`config.mk`:
```
export PLATFORM = sky130hd
export DESIGN_NAME = vmr_video_mode_reg
export DESIGN_NICKNAME = d
export VERILOG_FILES = /design/src/rtl/vmr_pkg.sv /design/src/rtl/vmr_mode_store.sv /design/src/rtl/vmr_run_ctrl.sv /design/src/rtl/vmr_proto_mon.sv /design/src/rtl/vmr_video_mode_reg.sv
export SDC_FILE = /design/constraint.sdc
export NUM_CORES = 1
export LEC_CHECK = 0
export ABC_AREA = 1
export BUFFER_PORTS_ARGS = -buffer_cell sky130_fd_sc_hd__buf_2
export CAP_MARGIN = 40
export CORE_AREA = 10 10 71 73
export CTS_CLUSTER_DIAMETER = 40
export DETAILED_ROUTE_END_ITERATION = 16
export DIE_AREA = 0 0 81 83
export MAX_ROUTING_LAYER = met4
export PLACE_DENSITY = 0.66
export RECOVER_POWER = 25
export SLEW_MARGIN = 10
export SYNTH_ARGS = -nofsm -noshare
export SYNTH_HDL_FRONTEND = slang
export SYNTH_HIERARCHICAL = 1
export SYNTH_SLANG_ARGS = --single-unit
```
`constraint.sdc`:
```
create_clock -name clk -period 1.18 [get_ports clk]
set_input_delay 0.059 -clock clk [delete_from_list [all_inputs] [get_ports clk]]
set_output_delay 0.059 -clock clk [all_outputs]
set_load 0.05 [all_outputs]
```
`src/rtl/vmr_pkg.sv`:
```
// Package: shared field positions and derived constants for the video
// mode register. Assumes a single configuration word of REG_W bits.
package vmr_pkg;
    localparam int REG_W       = 16;
    localparam int B_MASTER    = 0;
    localparam int B_LINES625  = 1;
    localparam int B_DECODE    = 2;
    localparam int B_SQPIX     = 3;
    localparam int B_UNIPOLAR  = 4;
    localparam int B_EXTBIN    = 5;
    localparam int B_SUSPEND   = 6;
    localparam int B_HSYNC_LO  = 7;
    localparam int B_IRQ_HI    = 8;
    localparam int IMPL_BITS   = B_IRQ_HI + 1;

    localparam logic [REG_W-1:0] IMPL_MASK  = REG_W'((1 << IMPL_BITS) - 1);
    localparam logic [REG_W-1:0] MODE_MASK  = IMPL_MASK & ~(REG_W'(1) << B_SUSPEND);
    localparam logic [REG_W-1:0] RESET_WORD = (REG_W'(1) << B_SQPIX) | (REG_W'(1) << B_SUSPEND);
endpackage

```
`src/rtl/vmr_mode_store.sv`:
```
// Module: storage for the configuration word. Keeps only the implemented
// bits; unimplemented and reserved bits are held at zero. Assumes
// host writes are single-cycle strobes.
module vmr_mode_store
    import vmr_pkg::*;
#(
    parameter int W = REG_W
) (
    input  logic         clk,
    input  logic         rst_n,
    input  logic         wr_i,
    input  logic [W-1:0] wdata_i,
    output logic [W-1:0] mode_q
);
    // Load the masked write data, or the reset word on reset.
    always_ff @(posedge clk) begin
        if (!rst_n)
            mode_q <= W'(RESET_WORD);
        else if (wr_i)
            mode_q <= wdata_i & W'(IMPL_MASK);
    end

    AST_RSV_ZERO: assert property (@(posedge clk) disable iff (!rst_n)
        (mode_q & ~W'(IMPL_MASK)) == '0);
endmodule

```
`src/rtl/vmr_run_ctrl.sv`:
```
// Module: run-enable sequencer. Uses the stored direction to decide
// whether a newly set suspend bit stops at once (decode) or waits for
// the field-end strobe (encode). Assumes field_end_i is a one-cycle pulse.
module vmr_run_ctrl (
    input  logic clk,
    input  logic rst_n,
    input  logic wr_i,
    input  logic wr_susp_i,
    input  logic susp_q_i,
    input  logic decode_q_i,
    input  logic field_end_i,
    output logic run_en_o
);
    logic susp_next;

    // Suspend value that will be stored at this edge.
    always_comb susp_next = wr_i ? wr_susp_i : susp_q_i;

    // Update the run-enable from the suspend request and direction.
    always_ff @(posedge clk) begin
        if (!rst_n)
            run_en_o <= 1'b0;
        else if (!susp_next)
            run_en_o <= 1'b1;
        else if (!run_en_o || decode_q_i || field_end_i)
            run_en_o <= 1'b0;
    end

    AST_CLEAR_RUNS: assert property (@(posedge clk) disable iff (!rst_n)
        !susp_q_i |-> run_en_o);
    AST_DEC_STOP: assert property (@(posedge clk) disable iff (!rst_n)
        (run_en_o && decode_q_i && wr_i && wr_susp_i) |=> !run_en_o);
    AST_ENC_HOLD: assert property (@(posedge clk) disable iff (!rst_n)
        (run_en_o && !decode_q_i && !field_end_i) |=> run_en_o);
    AST_ENC_STOP: assert property (@(posedge clk) disable iff (!rst_n)
        (!decode_q_i && field_end_i && susp_q_i && !(wr_i && !wr_susp_i)) |=> !run_en_o);
    AST_HALT_HOLD: assert property (@(posedge clk) disable iff (!rst_n)
        (!run_en_o && susp_q_i && !(wr_i && !wr_susp_i)) |=> !run_en_o);
endmodule

```
`src/rtl/vmr_proto_mon.sv`:
```
// Module: sticky protocol-error monitor. Flags a write that alters any
// mode field while the stored suspend bit is clear. Assumes the stored
// word is the value before the write takes effect.
module vmr_proto_mon
    import vmr_pkg::*;
#(
    parameter int W = REG_W
) (
    input  logic         clk,
    input  logic         rst_n,
    input  logic         wr_i,
    input  logic [W-1:0] wdata_i,
    input  logic [W-1:0] mode_q_i,
    output logic         err_o
);
    logic live_change;

    // Detect a mode-field change written while processing is live.
    always_comb live_change = wr_i && !mode_q_i[B_SUSPEND]
                              && ((wdata_i & W'(MODE_MASK)) != (mode_q_i & W'(MODE_MASK)));

    // Hold the flag once set until hardware reset.
    always_ff @(posedge clk) begin
        if (!rst_n)
            err_o <= 1'b0;
        else if (live_change)
            err_o <= 1'b1;
    end

    AST_ERR_STICKY: assert property (@(posedge clk) disable iff (!rst_n)
        err_o |=> err_o);
    AST_ERR_ONLY_LIVE: assert property (@(posedge clk) disable iff (!rst_n)
        (!err_o && (!wr_i || mode_q_i[B_SUSPEND])) |=> !err_o);
endmodule

```
`src/rtl/vmr_video_mode_reg.sv`:
```
// Module: top of the video mode register. Joins the word storage, the
// run-enable sequencer and the protocol monitor, decodes the pin
// controls and captures read data on a read strobe. Assumes one host
// access per cycle and a synchronous active-low reset.
module vmr_video_mode_reg
    import vmr_pkg::*;
(
    input  logic             clk,
    input  logic             rst_n,
    input  logic             host_wr_i,
    input  logic [REG_W-1:0] host_wdata_i,
    input  logic             host_rd_i,
    output logic [REG_W-1:0] host_rdata_o,
    input  logic             field_end_i,
    output logic [REG_W-1:0] cfg_o,
    output logic             run_en_o,
    output logic             sync_drive_o,
    output logic             hsync_lo_blank_o,
    output logic             irq_act_high_o,
    output logic             proto_err_o
);
    logic [REG_W-1:0] mode_q;

    vmr_mode_store #(.W(REG_W)) u_store (
        .clk     (clk),
        .rst_n   (rst_n),
        .wr_i    (host_wr_i),
        .wdata_i (host_wdata_i),
        .mode_q  (mode_q)
    );

    vmr_run_ctrl u_run (
        .clk         (clk),
        .rst_n       (rst_n),
        .wr_i        (host_wr_i),
        .wr_susp_i   (host_wdata_i[B_SUSPEND]),
        .susp_q_i    (mode_q[B_SUSPEND]),
        .decode_q_i  (mode_q[B_DECODE]),
        .field_end_i (field_end_i),
        .run_en_o    (run_en_o)
    );

    vmr_proto_mon #(.W(REG_W)) u_mon (
        .clk      (clk),
        .rst_n    (rst_n),
        .wr_i     (host_wr_i),
        .wdata_i  (host_wdata_i),
        .mode_q_i (mode_q),
        .err_o    (proto_err_o)
    );

    // Capture the configuration word on a read strobe.
    always_ff @(posedge clk) begin
        if (!rst_n)
            host_rdata_o <= '0;
        else if (host_rd_i)
            host_rdata_o <= mode_q;
    end

    // Bring out the word and its decoded pin controls.
    always_comb begin
        cfg_o            = mode_q;
        sync_drive_o     = mode_q[B_MASTER];
        hsync_lo_blank_o = mode_q[B_HSYNC_LO];
        irq_act_high_o   = mode_q[B_IRQ_HI];
    end

    AST_RD_HOLD: assert property (@(posedge clk) disable iff (!rst_n)
        !host_rd_i |=> $stable(host_rdata_o));
endmodule

```
### Yosys cells after proc, flatten, opt, wreduce, memory -nomap -nowiden

Cells that the tools add are included.

| storage, ports and cells | value |
|---|---|
| flip-flop bits (word level) | 20 |
| bits of input ports | 21 |
| output and inout bits | 37 |
| word-level logic and storage cells | 15 |

| cells by class | value |
|---|---|
| eq/ne operators | 2 |
| mux-type cells | 3 |
| reduce and logical (&&, ||, !) cells | 6 |

Operators with widths:

| cell | count |
|---|---|
| $ne 8x8->1 | 1 |
| $mux 1 | 3 |
| $logic_and 1x1->1 | 2 |
| $logic_not 1->1 | 2 |
| $logic_or 1x1->1 | 2 |
| $ne 2x2->1 const B | 1 |

### Logic depth before layout (Yosys ltp)

Gate-level depths: netlist of the first run.

| logic depth | value |
|---|---|
| depth in word-level cells | 5 |
| depth in mapped cells | 8 |
| depth with buffers taken out | 8 |

### Modules after synthesis

Netlist of the first run, hierarchy kept.

By module, submodules not included:

| module | times used | cells an instance | area an instance (um^2) | seq. area each (um^2) |
|---|---|---|---|---|
| vmr_video_mode_reg | 1 | 104 | 696.9 | 320.3 |
| vmr_mode_store | 1 | 62 | 430.4 | 180.2 |
| vmr_proto_mon | 1 | 42 | 201.4 | 20.0 |
| vmr_run_ctrl | 1 | 10 | 60.1 | 20.0 |

### Worst setup path after synthesis of the first run

Ideal clock, no wire load.

| timing path | value |
|---|---|
| kind | reg2reg |
| start | register u_store.mode_q[8] |
| end | register u_mon.err_o |
| setup time | 114 ps |
| data arrival time | 1134 ps |
| required time | 1066 ps |
| setup slack | -68 ps |
| stages on the path, launching flop included | 8 |
| path buffers | 0 |
| clock period less this slack | 1248 ps |
| cells stage by stage | dfxtp_1 > nand2_1 > nand2_1 > nand2_1 > nor2_1 > nand2_1 > nand2_1 > a21oi_2 |

| between the ends | value |
|---|---|
| word-level cells in the longest chain between the ends | 2 |

Ends and longest elaborated chain:

| element | RTL line | text |
|---|---|---|
| start: declaration | vmr_mode_store.sv:13 | `output logic [W-1:0] mode_q` |
| start signal: assignment | vmr_mode_store.sv:18 | `mode_q <= W'(RESET_WORD);` |
| start signal: assignment | vmr_mode_store.sv:20 | `mode_q <= wdata_i & W'(IMPL_MASK);` |
| $ne 8x8->1 | vmr_proto_mon.sv:20 | `&& ((wdata_i & W'(MODE_MASK)) != (mode_q_i & W'(MODE_MASK)));` |
| $logic_and 1x1->1 | vmr_proto_mon.sv:20 |  |
| end signal: assignment | vmr_proto_mon.sv:25 | `err_o <= 1'b0;` |
| end signal: assignment | vmr_proto_mon.sv:27 | `err_o <= 1'b1;` |
| end: declaration | vmr_proto_mon.sv:14 | `output logic err_o` |

No other way between the ends.
A chain may end at the register's enable or synchronous reset.

### Final worst setup path of the first run

| timing path | value |
|---|---|
| start | register u_store.mode_q[6] |
| end | output cfg_o[6] |

RTL lines:

| element | RTL line | text |
|---|---|---|
| end: declaration | vmr_video_mode_reg.sv:15 | `output logic [REG_W-1:0] cfg_o,` |

No word-level cell between the ends.

==> flow_metrics.py, run 1 <==
metrics = {
    "status": {
        "outcome": "completed",
    },
    "global_route": {
        "grt_pass1_wl_mm": 4.74,
        "grt_overflow_total": 0,
        "track_usage": 0.0866,
        "grt_antenna_before_repair": 0,
        "grt_max_degree": 28,
        "grt_pass1_vias": 1065,
    },
    "route": {
        "viasPerCell": 3.89,
        "first_pass_iters": 4,
        "ant_nets": 0,
        "vias": 1182,
        "wirelength_mm": 2.95,
        "drc": 0,
        "drt_iter0_markers": 27,
        "wl_per_cell_um": 9.70,
    },
    "worst_setup_path": {
        "cp_num_cells": 1,
        "crit_type": "flip-flop to output port",
        "crit_chain": "buf_2",
        "cp-end-kind": "output port",
        "r2r_start": "u_store/mode_q[8]",
        "arrival_ns": 1.05,
        "cp_max_fo": 5,
        "r2r_slack_ns": 0.19,
        "cp-endpoint": "cfg_o[6]",
        "crit_start": "u_store/mode_q[6]",
        "crit_slowest_cell": "dfxtp_1",
        "crit_buf_inv": 1,
        "reg2reg_depth": 7,
        "critPathLaunchType": "flip-flop",
        "slowest_delay_ns": 0.47,
        "r2r-end": "u_mon/err_o",
        "critPathRequiredTime_ns": 1.12,
        "critical_path.top_delay_family": "flip-flops",
    },
    "clock_tree": {
        "post_cts.repair.setup_buffers": 0,
        "cts_tree": "yes",
        "cts.clk_slew.worst_paths_ns": 0.09,
        "cts_root_buf": "clkbuf_8",
        "cts_inserted_buffers": 3,
        "postCtsHoldBufs": 0,
        "clockBufferDepth": 2,
        "cts.sinks": 27,
        "clock_latency_ns": 0.27,
        "ctsResizeCount": 0,
        "h-tree-depth": 1,
    },
    "synthesis": {
        "yosys.area.top_type": "dfxtp_1",
        "synth_seq_cells": 27,
        "ys_types": 15,
        "synth_area_um2": 1390,
        "avgSynthCellArea_um2": 6.37,
        "synthTopCellsByArea": "dfxtp_1, nand2_1, nor2_1",
        "yosysWarnings": 6,
        "syn_inst": 218,
        "seq_area_frac_synth": 0.389,
        "yosys.area.top_type_share": 0.389,
    },
    "die": {
        "dieArea_um2": 6720,
        "initial_core_util": 0.382,
        "rows": 22,
        "boundaryPins": 58,
        "core_um2": 3630,
        "die_w_um": 81,
        "die_h_um": 83,
    },
    "placed_design": {
        "dpl.hpwl_mm": 2.26,
        "dpl_worst_slack_ns": 0.218,
        "io_buffers": 43,
        "gp_congestion": 0.714,
    },
    "power_and_ir_drop": {
        "vdd_ir_drop_max_mv": 0.370,
        "p_leak_nw": 0.936,
        "pwr_density_cell_nw_per_um2": 1340,
    },
    "hold_path": {
        "hp-class": "input port to flip-flop",
        "hp-start": "host_wdata_i[6]",
    },
    "final_layout": {
        "drive_above_1_share": 0.227,
        "final_common_cell": "nand2_1",
        "num_antenna_cells": 0,
        "finalNetCount": 278,
        "final_cell_mix": "nand2_1, nor2_1, buf_2",
        "area_delta_synth_final_pct": 16.3,
    },
    "timing": {
        "tns_ns": 0,
        "setup_slack_ns": 0.0718,
        "hold_viol": 0,
        "fin_crit_ns": 1.11,
        "skew_ns": 0.00217,
        "finalSetupViolCount": 0,
        "whs_ns": 0.0143,
        "rsz0062_at_grt": "no",
        "fmax_ghz": 0.902,
        "drv_slew": 0,
        "finalCritPeriodShare": 0.939,
    },
    "run": {
        "maxCapViolations": 0,
    },
}
## where the power goes
| group | total (mW) | switching (mW) | internal, mW |
|---|---|---|---|
| clock network | 0.518 | 0.277 | 0.241 |
| registers | 1.02 | 0.0471 | 0.975 |
| logic | 0.625 | 0.472 | 0.153 |
| total | 2.17 | 0.796 | 1.37 |
## state kept, by name, indices dropped and copies added (netlist names)
signal / flops
host_rdata_o: 16
u_store/mode_q: 9
u_mon/err_o: 1
u_run/run_en_o: 1
## cells in the mapped netlist, drive strengths merged
library cell  instances
inv                  41
nand3                 3
nor2                 49
clkbuf                2
buf                  16
dfxtp                27
nand2                74
a21oi                 2
xnor2                 3
conb                  1
## cell type report
type                            count  area [um2]
Clock buffer                        4        45.0
Fill cell                         415        2020
Inverter                           41         154
Multi-Input combinational cell    138         564
Sequential cell                    27         542
Tap cell                           48        60.1
Timing Repair Buffer               46         250
## per-layer routing
metal	global-route usage	routed length, um
met1	0.112	1490
met5	-	0
met2	0.128	1260
met4	0.0282	20
met3	0.0216	175
## worst register-to-register path: stages, from the launching register on
cell and delay [ns]:
dfxtp_1 0.43, nand2_1 0.07, nand2_1 0.06, nand2_1 0.05, nor2_1 0.11, nand2_1 0.06, nand2_1 0.07, a21oi_2 0.05
## logic make-up after synthesis
| group | after synthesis | synth area share |
|---|---|---|
| simple gates | 126 | 0.356 |
| buf+inv | 59 | 0.221 |
| flops | 27 | 0.389 |
| xor+xnor | 3 | 0.0189 |
| compound gates | 2 | 0.0126 |
| other cells | 1 | 0.00270 |
## metrics by stage
stage / instance area [um2] / util / cells / power (mW)
CTS: 1620 / 0.447 / 304 / 2.20
global route: 1620 / 0.445 / 304 / 2.29
finish: 1620 / 0.445 / 304 / 2.17
detailed placement: 1580 / 0.435 / 300 / 1.68
global placement: 1580 / 0.435 / 300 / 1.67
floorplan: 1420 / - / 224 / 1.58
## how the worst min path moves through the flow
stage | endpoint | slack [ns] | depth (start not counted)
finish | u_store/mode_q[6] | 0.01 | 3
global route | u_store/mode_q[6] | 0.05 | 3
CTS | u_store/mode_q[6] | 0.01 | 3
detailed placement | u_store/mode_q[6] | 0.29 | 3
global placement | u_store/mode_q[6] | 0.29 | 3
floorplan | u_mon/err_o | 0.18 | 2
(Power assumes the default switching activity.)
==> run 2: changes to the inputs <==
==> constraint.sdc (replaced) <==
create_clock -name clk -period 1.18 [get_ports clk]
set_input_delay 0.236 -clock clk [delete_from_list [all_inputs] [get_ports clk]]
set_output_delay 0.236 -clock clk [all_outputs]
set_load 0.05 [all_outputs]
==> flow_metrics.py, run 2 (synthesized netlist as in run 1, its figures left out) <==
metrics = {
    "timing": {
        "finalSetupViolCount": 0,
        "skew_ns": 0.00334,
        "rsz0062_at_grt": "no",
        "fin_crit_ns": 1.13,
        "fmax_ghz": 0.882,
        "finalCritPeriodShare": 0.960,
        "hold_viol": 0,
        "drv_slew": 0,
    },
    "clock_tree": {
        "clockBufferDepth": 2,
        "cts.sinks": 27,
        "cts_inserted_buffers": 3,
        "postCtsHoldBufs": 0,
        "post_cts.repair.setup_buffers": 0,
        "cts_root_buf": "clkbuf_8",
        "clock_latency_ns": 0.27,
        "h-tree-depth": 1,
        "cts_tree": "yes",
        "cts.clk_slew.worst_paths_ns": 0.09,
    },
    "final_layout": {
        "drive_above_1_share": 0.253,
        "final_common_cell": "nand2_1",
        "layout.area.seq_um2": 551,
        "final_cell_mix": "nand2_1, nor2_1, inv_1",
        "largest_register_ffs": 16,
        "nFillCells": 412,
        "num_antenna_cells": 0,
        "finalNetCount": 279,
        "postLayoutCoreUtil": 0.463,
        "reg_top3": "host_rdata_o: 16 flops, u_store/mode_q: 9 flops",
        "layout.cells.non_filler": 305,
        "multiInputGateArea_um2": 564,
        "area_delta_synth_final_pct": 21.2,
        "top_register": "host_rdata_o",
    },
    "worst_setup_path": {
        "slowest_delay_ns": 0.38,
        "crit_chain": "clkbuf_4",
        "cp_max_fo": 5,
        "critPathLaunchType": "flip-flop",
        "crit_buf_inv": 1,
        "crit_type": "flip-flop to output port",
        "critical_path.top_delay_family": "flip-flops",
        "critPathRequiredTime_ns": 0.94,
        "arrival_ns": 0.90,
        "crit_slowest_cell": "dfxtp_2",
        "cp-end-kind": "output port",
    },
    "global_route": {
        "grt_antenna_before_repair": 0,
        "grt_pass1_wl_mm": 4.80,
        "grt_pass1_vias": 1055,
        "grt_overflow_total": 0,
        "track_usage": 0.0889,
        "grt_max_degree": 33,
    },
    "die": {
        "rows": 22,
        "core_um2": 3630,
        "die_w_um": 81,
        "dieArea_um2": 6720,
        "boundaryPins": 58,
        "die_h_um": 83,
        "initial_core_util": 0.382,
    },
    "placed_design": {
        "dpl.hpwl_mm": 2.17,
        "gp_congestion": 0.743,
        "io_buffers": 43,
        "place_inst": 301,
    },
    "power_and_ir_drop": {
        "vdd_ir_drop_max_mv": 0.495,
        "pwr_density_cell_nw_per_um2": 1310,
        "p_leak_nw": 0.951,
    },
    "run": {
        "maxCapViolations": 0,
    },
    "hold_path": {
        "hp-class": "input port to flip-flop",
    },
    "status": {
        "outcome": "completed",
    },
    "route": {
        "drt_iter0_markers": 22,
        "ant_nets": 0,
        "viasPerCell": 3.81,
        "wirelength_mm": 2.93,
        "first_pass_iters": 4,
        "vias": 1161,
        "drc": 0,
        "wl_per_cell_um": 9.60,
    },
}
## run 2: changes by cell type in the layout (fill, tap and decap cells not counted)
cell      previous run  this run
dfxtp_1             26        19
buf_2               43        31
clkbuf_4             0         6
clkbuf_1             1         2
buf_12               1         3
dfxtp_2              1         8
buf_4                2         6
## run 2: per-layer routing
metal / up-vias / track usage / wire length, um
met3: 4 / 0.0226 / 212
met5: - / - / 0
met4: 0 / 0.0376 / 52
li1: 672 / - / -
met1: 453 / 0.116 / 1480
met2: 32 / 0.125 / 1180
## run 2: tightest hold or removal path, cell delays in order
cell and delay (ns):
buf_2 0.09, nand2_1 0.04, nand3_1 0.06
## run 2: path summary, 6_finish.rpt
path / startpoint / depth (start not counted) / slack (ns) / endpoint
max: u_store/mode_q[7] / 1 / 0.05 / cfg_o[7]
min: host_wdata_i[6] / 3 / 0.19 / u_store/mode_q[6]
max reg2reg: u_store/mode_q[7] / 6 / 0.20 / u_mon/err_o
min reg2reg: u_mon/err_o / 2 / 0.46 / u_mon/err_o
## run 2: per-stage QoR
stage                     hold slack (ns)  total power, mW  setup TNS, ns  area, um2  setup WS (ns)
after floorplan                     0.358             1.58              0       1420          0.129
after global placement              0.445             1.69              0       1610          0.204
after detailed placement            0.451             1.69              0       1610          0.208
after CTS                           0.179             2.22       -0.00309       1660       -0.00309
after global routing                0.193             2.33              0       1680        0.00443
final                               0.189             2.20              0       1680         0.0467
## run 2: cell type report
type                       count  area share
inverter                      41      0.0915
multi-input combinational    138       0.335
clock buffer                   4      0.0268
timing repair buffer          47       0.184
sequential                    27       0.327
tap                           48      0.0357
## run 2: timing repair
item,4_1_cts,5_1_grt
cloned,0,0
setup endpoints to repair,1,11
endpoints found under the hold margin,0,0
pin swaps,0,0
resized for setup,0,16
## run 2: where the power goes
part,internal [mW],switching [mW]
clock network,0.242,0.280
logic,0.179,0.476
registers,0.979,0.0438
==> run 3: changes to the inputs <==
--- a/config.mk
+++ b/config.mk
@@ -8,12 +8,12 @@
 export ABC_AREA = 1
 export BUFFER_PORTS_ARGS = -buffer_cell sky130_fd_sc_hd__buf_2
 export CAP_MARGIN = 40
-export CORE_AREA = 10 10 71 73
+export CORE_AREA = 10 10 65 67
 export CTS_CLUSTER_DIAMETER = 40
 export DETAILED_ROUTE_END_ITERATION = 16
-export DIE_AREA = 0 0 81 83
+export DIE_AREA = 0 0 75 77
 export MAX_ROUTING_LAYER = met4
-export PLACE_DENSITY = 0.66
+export PLACE_DENSITY = 0.78
 export RECOVER_POWER = 25
 export SLEW_MARGIN = 10
 export SYNTH_ARGS = -nofsm -noshare
==> flow_metrics.py, run 3 (synthesized netlist as in run 1, its figures left out) <==
metrics = {
    "hold_path": {
        "hp-class": "input port to flip-flop",
        "hp-start": "host_wdata_i[6]",
    },
    "route": {
        "vias": 1173,
        "wirelength_mm": 2.88,
        "drt_iter0_markers": 39,
        "viasPerCell": 4.04,
        "ant_nets": 0,
        "drc": 0,
        "first_pass_iters": 4,
        "wl_per_cell_um": 9.93,
    },
    "power_and_ir_drop": {
        "p_leak_nw": 0.968,
        "fin_total_pwr_mw": 2.11,
        "vdd_ir_drop_max_mv": 0.448,
        "pwr_density_cell_nw_per_um2": 1210,
    },
    "die": {
        "boundaryPins": 58,
        "die_h_um": 77,
        "core_um2": 2980,
        "initial_core_util": 0.466,
        "dieArea_um2": 5780,
        "rows": 20,
        "die_w_um": 75,
    },
    "worst_setup_path": {
        "cp_num_cells": 1,
        "slowest_delay_ns": 0.37,
        "arrival_ns": 0.90,
        "reg2reg_depth": 6,
        "crit_type": "flip-flop to output port",
        "cp-endpoint": "proto_err_o",
        "r2r-end": "u_mon/err_o",
        "crit_chain": "buf_4",
        "r2r_slack_ns": 0.21,
        "critPathLaunchType": "flip-flop",
        "crit_start": "u_mon/err_o",
        "cp-end-kind": "output port",
        "crit_buf_inv": 1,
        "crit_slowest_cell": "dfxtp_1",
        "cp_max_fo": 2,
        "critPathRequiredTime_ns": 0.94,
        "r2r_start": "u_store/mode_q[7]",
        "critical_path.top_delay_family": "flip-flops",
    },
    "final_layout": {
        "area_delta_synth_final_pct": 26.1,
        "num_antenna_cells": 0,
        "final_common_cell": "nand2_1",
        "drive_above_1_share": 0.257,
        "finalNetCount": 279,
        "postLayoutCoreUtil": 0.588,
        "multiInputGateArea_um2": 564,
        "nFillCells": 295,
        "top_register": "host_rdata_o",
        "layout.area.seq_um2": 563,
        "largest_register_ffs": 16,
        "final_cell_mix": "nand2_1, nor2_1, inv_1",
        "reg_top3": "host_rdata_o: 16 flops, u_store/mode_q: 9 flops",
    },
    "global_route": {
        "track_usage": 0.103,
        "grt_antenna_before_repair": 0,
        "grt_pass1_vias": 1062,
        "grt_pass1_wl_mm": 4.77,
        "grt_max_degree": 33,
        "grt_overflow_total": 0,
    },
    "run": {
        "maxCapViolations": 0,
    },
    "timing": {
        "fin_crit_ns": 1.13,
        "drv_slew": 0,
        "hold_viol": 0,
        "skew_ns": 0.00442,
        "finalCritPeriodShare": 0.959,
        "whs_ns": 0.139,
        "fmax_ghz": 0.884,
        "setup_slack_ns": 0.0486,
        "finalSetupViolCount": 0,
    },
    "clock_tree": {
        "h-tree-depth": 1,
        "clock_latency_ns": 0.31,
        "clockBufferDepth": 2,
        "post_cts.repair.setup_buffers": 0,
        "cts.clk_slew.worst_paths_ns": 0.14,
        "cts.sinks": 27,
        "cts_inserted_buffers": 3,
        "postCtsHoldBufs": 0,
        "cts_root_buf": "clkbuf_4",
        "cts_tree": "yes",
    },
    "placed_design": {
        "gp_congestion": 0.736,
        "dpl_worst_slack_ns": 0.219,
        "dpl.hpwl_mm": 2.12,
        "io_buffers": 43,
    },
    "status": {
        "outcome": "completed",
    },
}
[run 3: what timing repair did]
item,in CTS,in global routing
resized for setup,30,22
cloned,0,0
endpoints found under the hold margin,0,0
setup endpoints to repair,27,15
[run 3: report_power, final]
part           total (mW)  leakage (nW)  internal, mW  switching [mW]
registers            1.03         0.228         0.975          0.0526
logic               0.700         0.725         0.224           0.476
clock network       0.385        0.0150         0.132           0.253
[run 3: area by class of cell]
cell class,count,share of cell area
flip-flops and latches,27,0.321
inverters,41,0.0879
multi-input cells,138,0.322
well taps,33,0.0236
repair buffers,47,0.230
clock buffers,4,0.0150
[run 3: worst min-delay path by stage]
stage                   endpoint  slack [ns]  cells after the start
6_report       u_store/mode_q[6]        0.14                      3
5_1_grt        u_store/mode_q[6]        0.13                      3
4_1_cts        u_store/mode_q[6]        0.13                      3
3_5_place_dp         u_mon/err_o        0.45                      2
3_3_place_gp         u_mon/err_o        0.45                      2
2_1_floorplan        u_mon/err_o        0.36                      2
[run 3: metal layers]
metal	part of all wire	wire length, um	vias up	global-route usage
met4	0.0028	8	0	0.0341
met3	0.075	216	2	0.0296
met2	0.45	1290	33	0.149
li1	-	-	675	-
met1	0.47	1360	463	0.133
met5	0	0	-	-
[run 3: metrics by stage]
stage               cells  cell area [um2]  setup TNS (ns)
floorplan             224             1420               0
global placement      286             1590               0
detailed placement    286             1590               0
CTS                   290             1700          -0.114
global route          290             1750        -0.00499
finish                290             1750               0
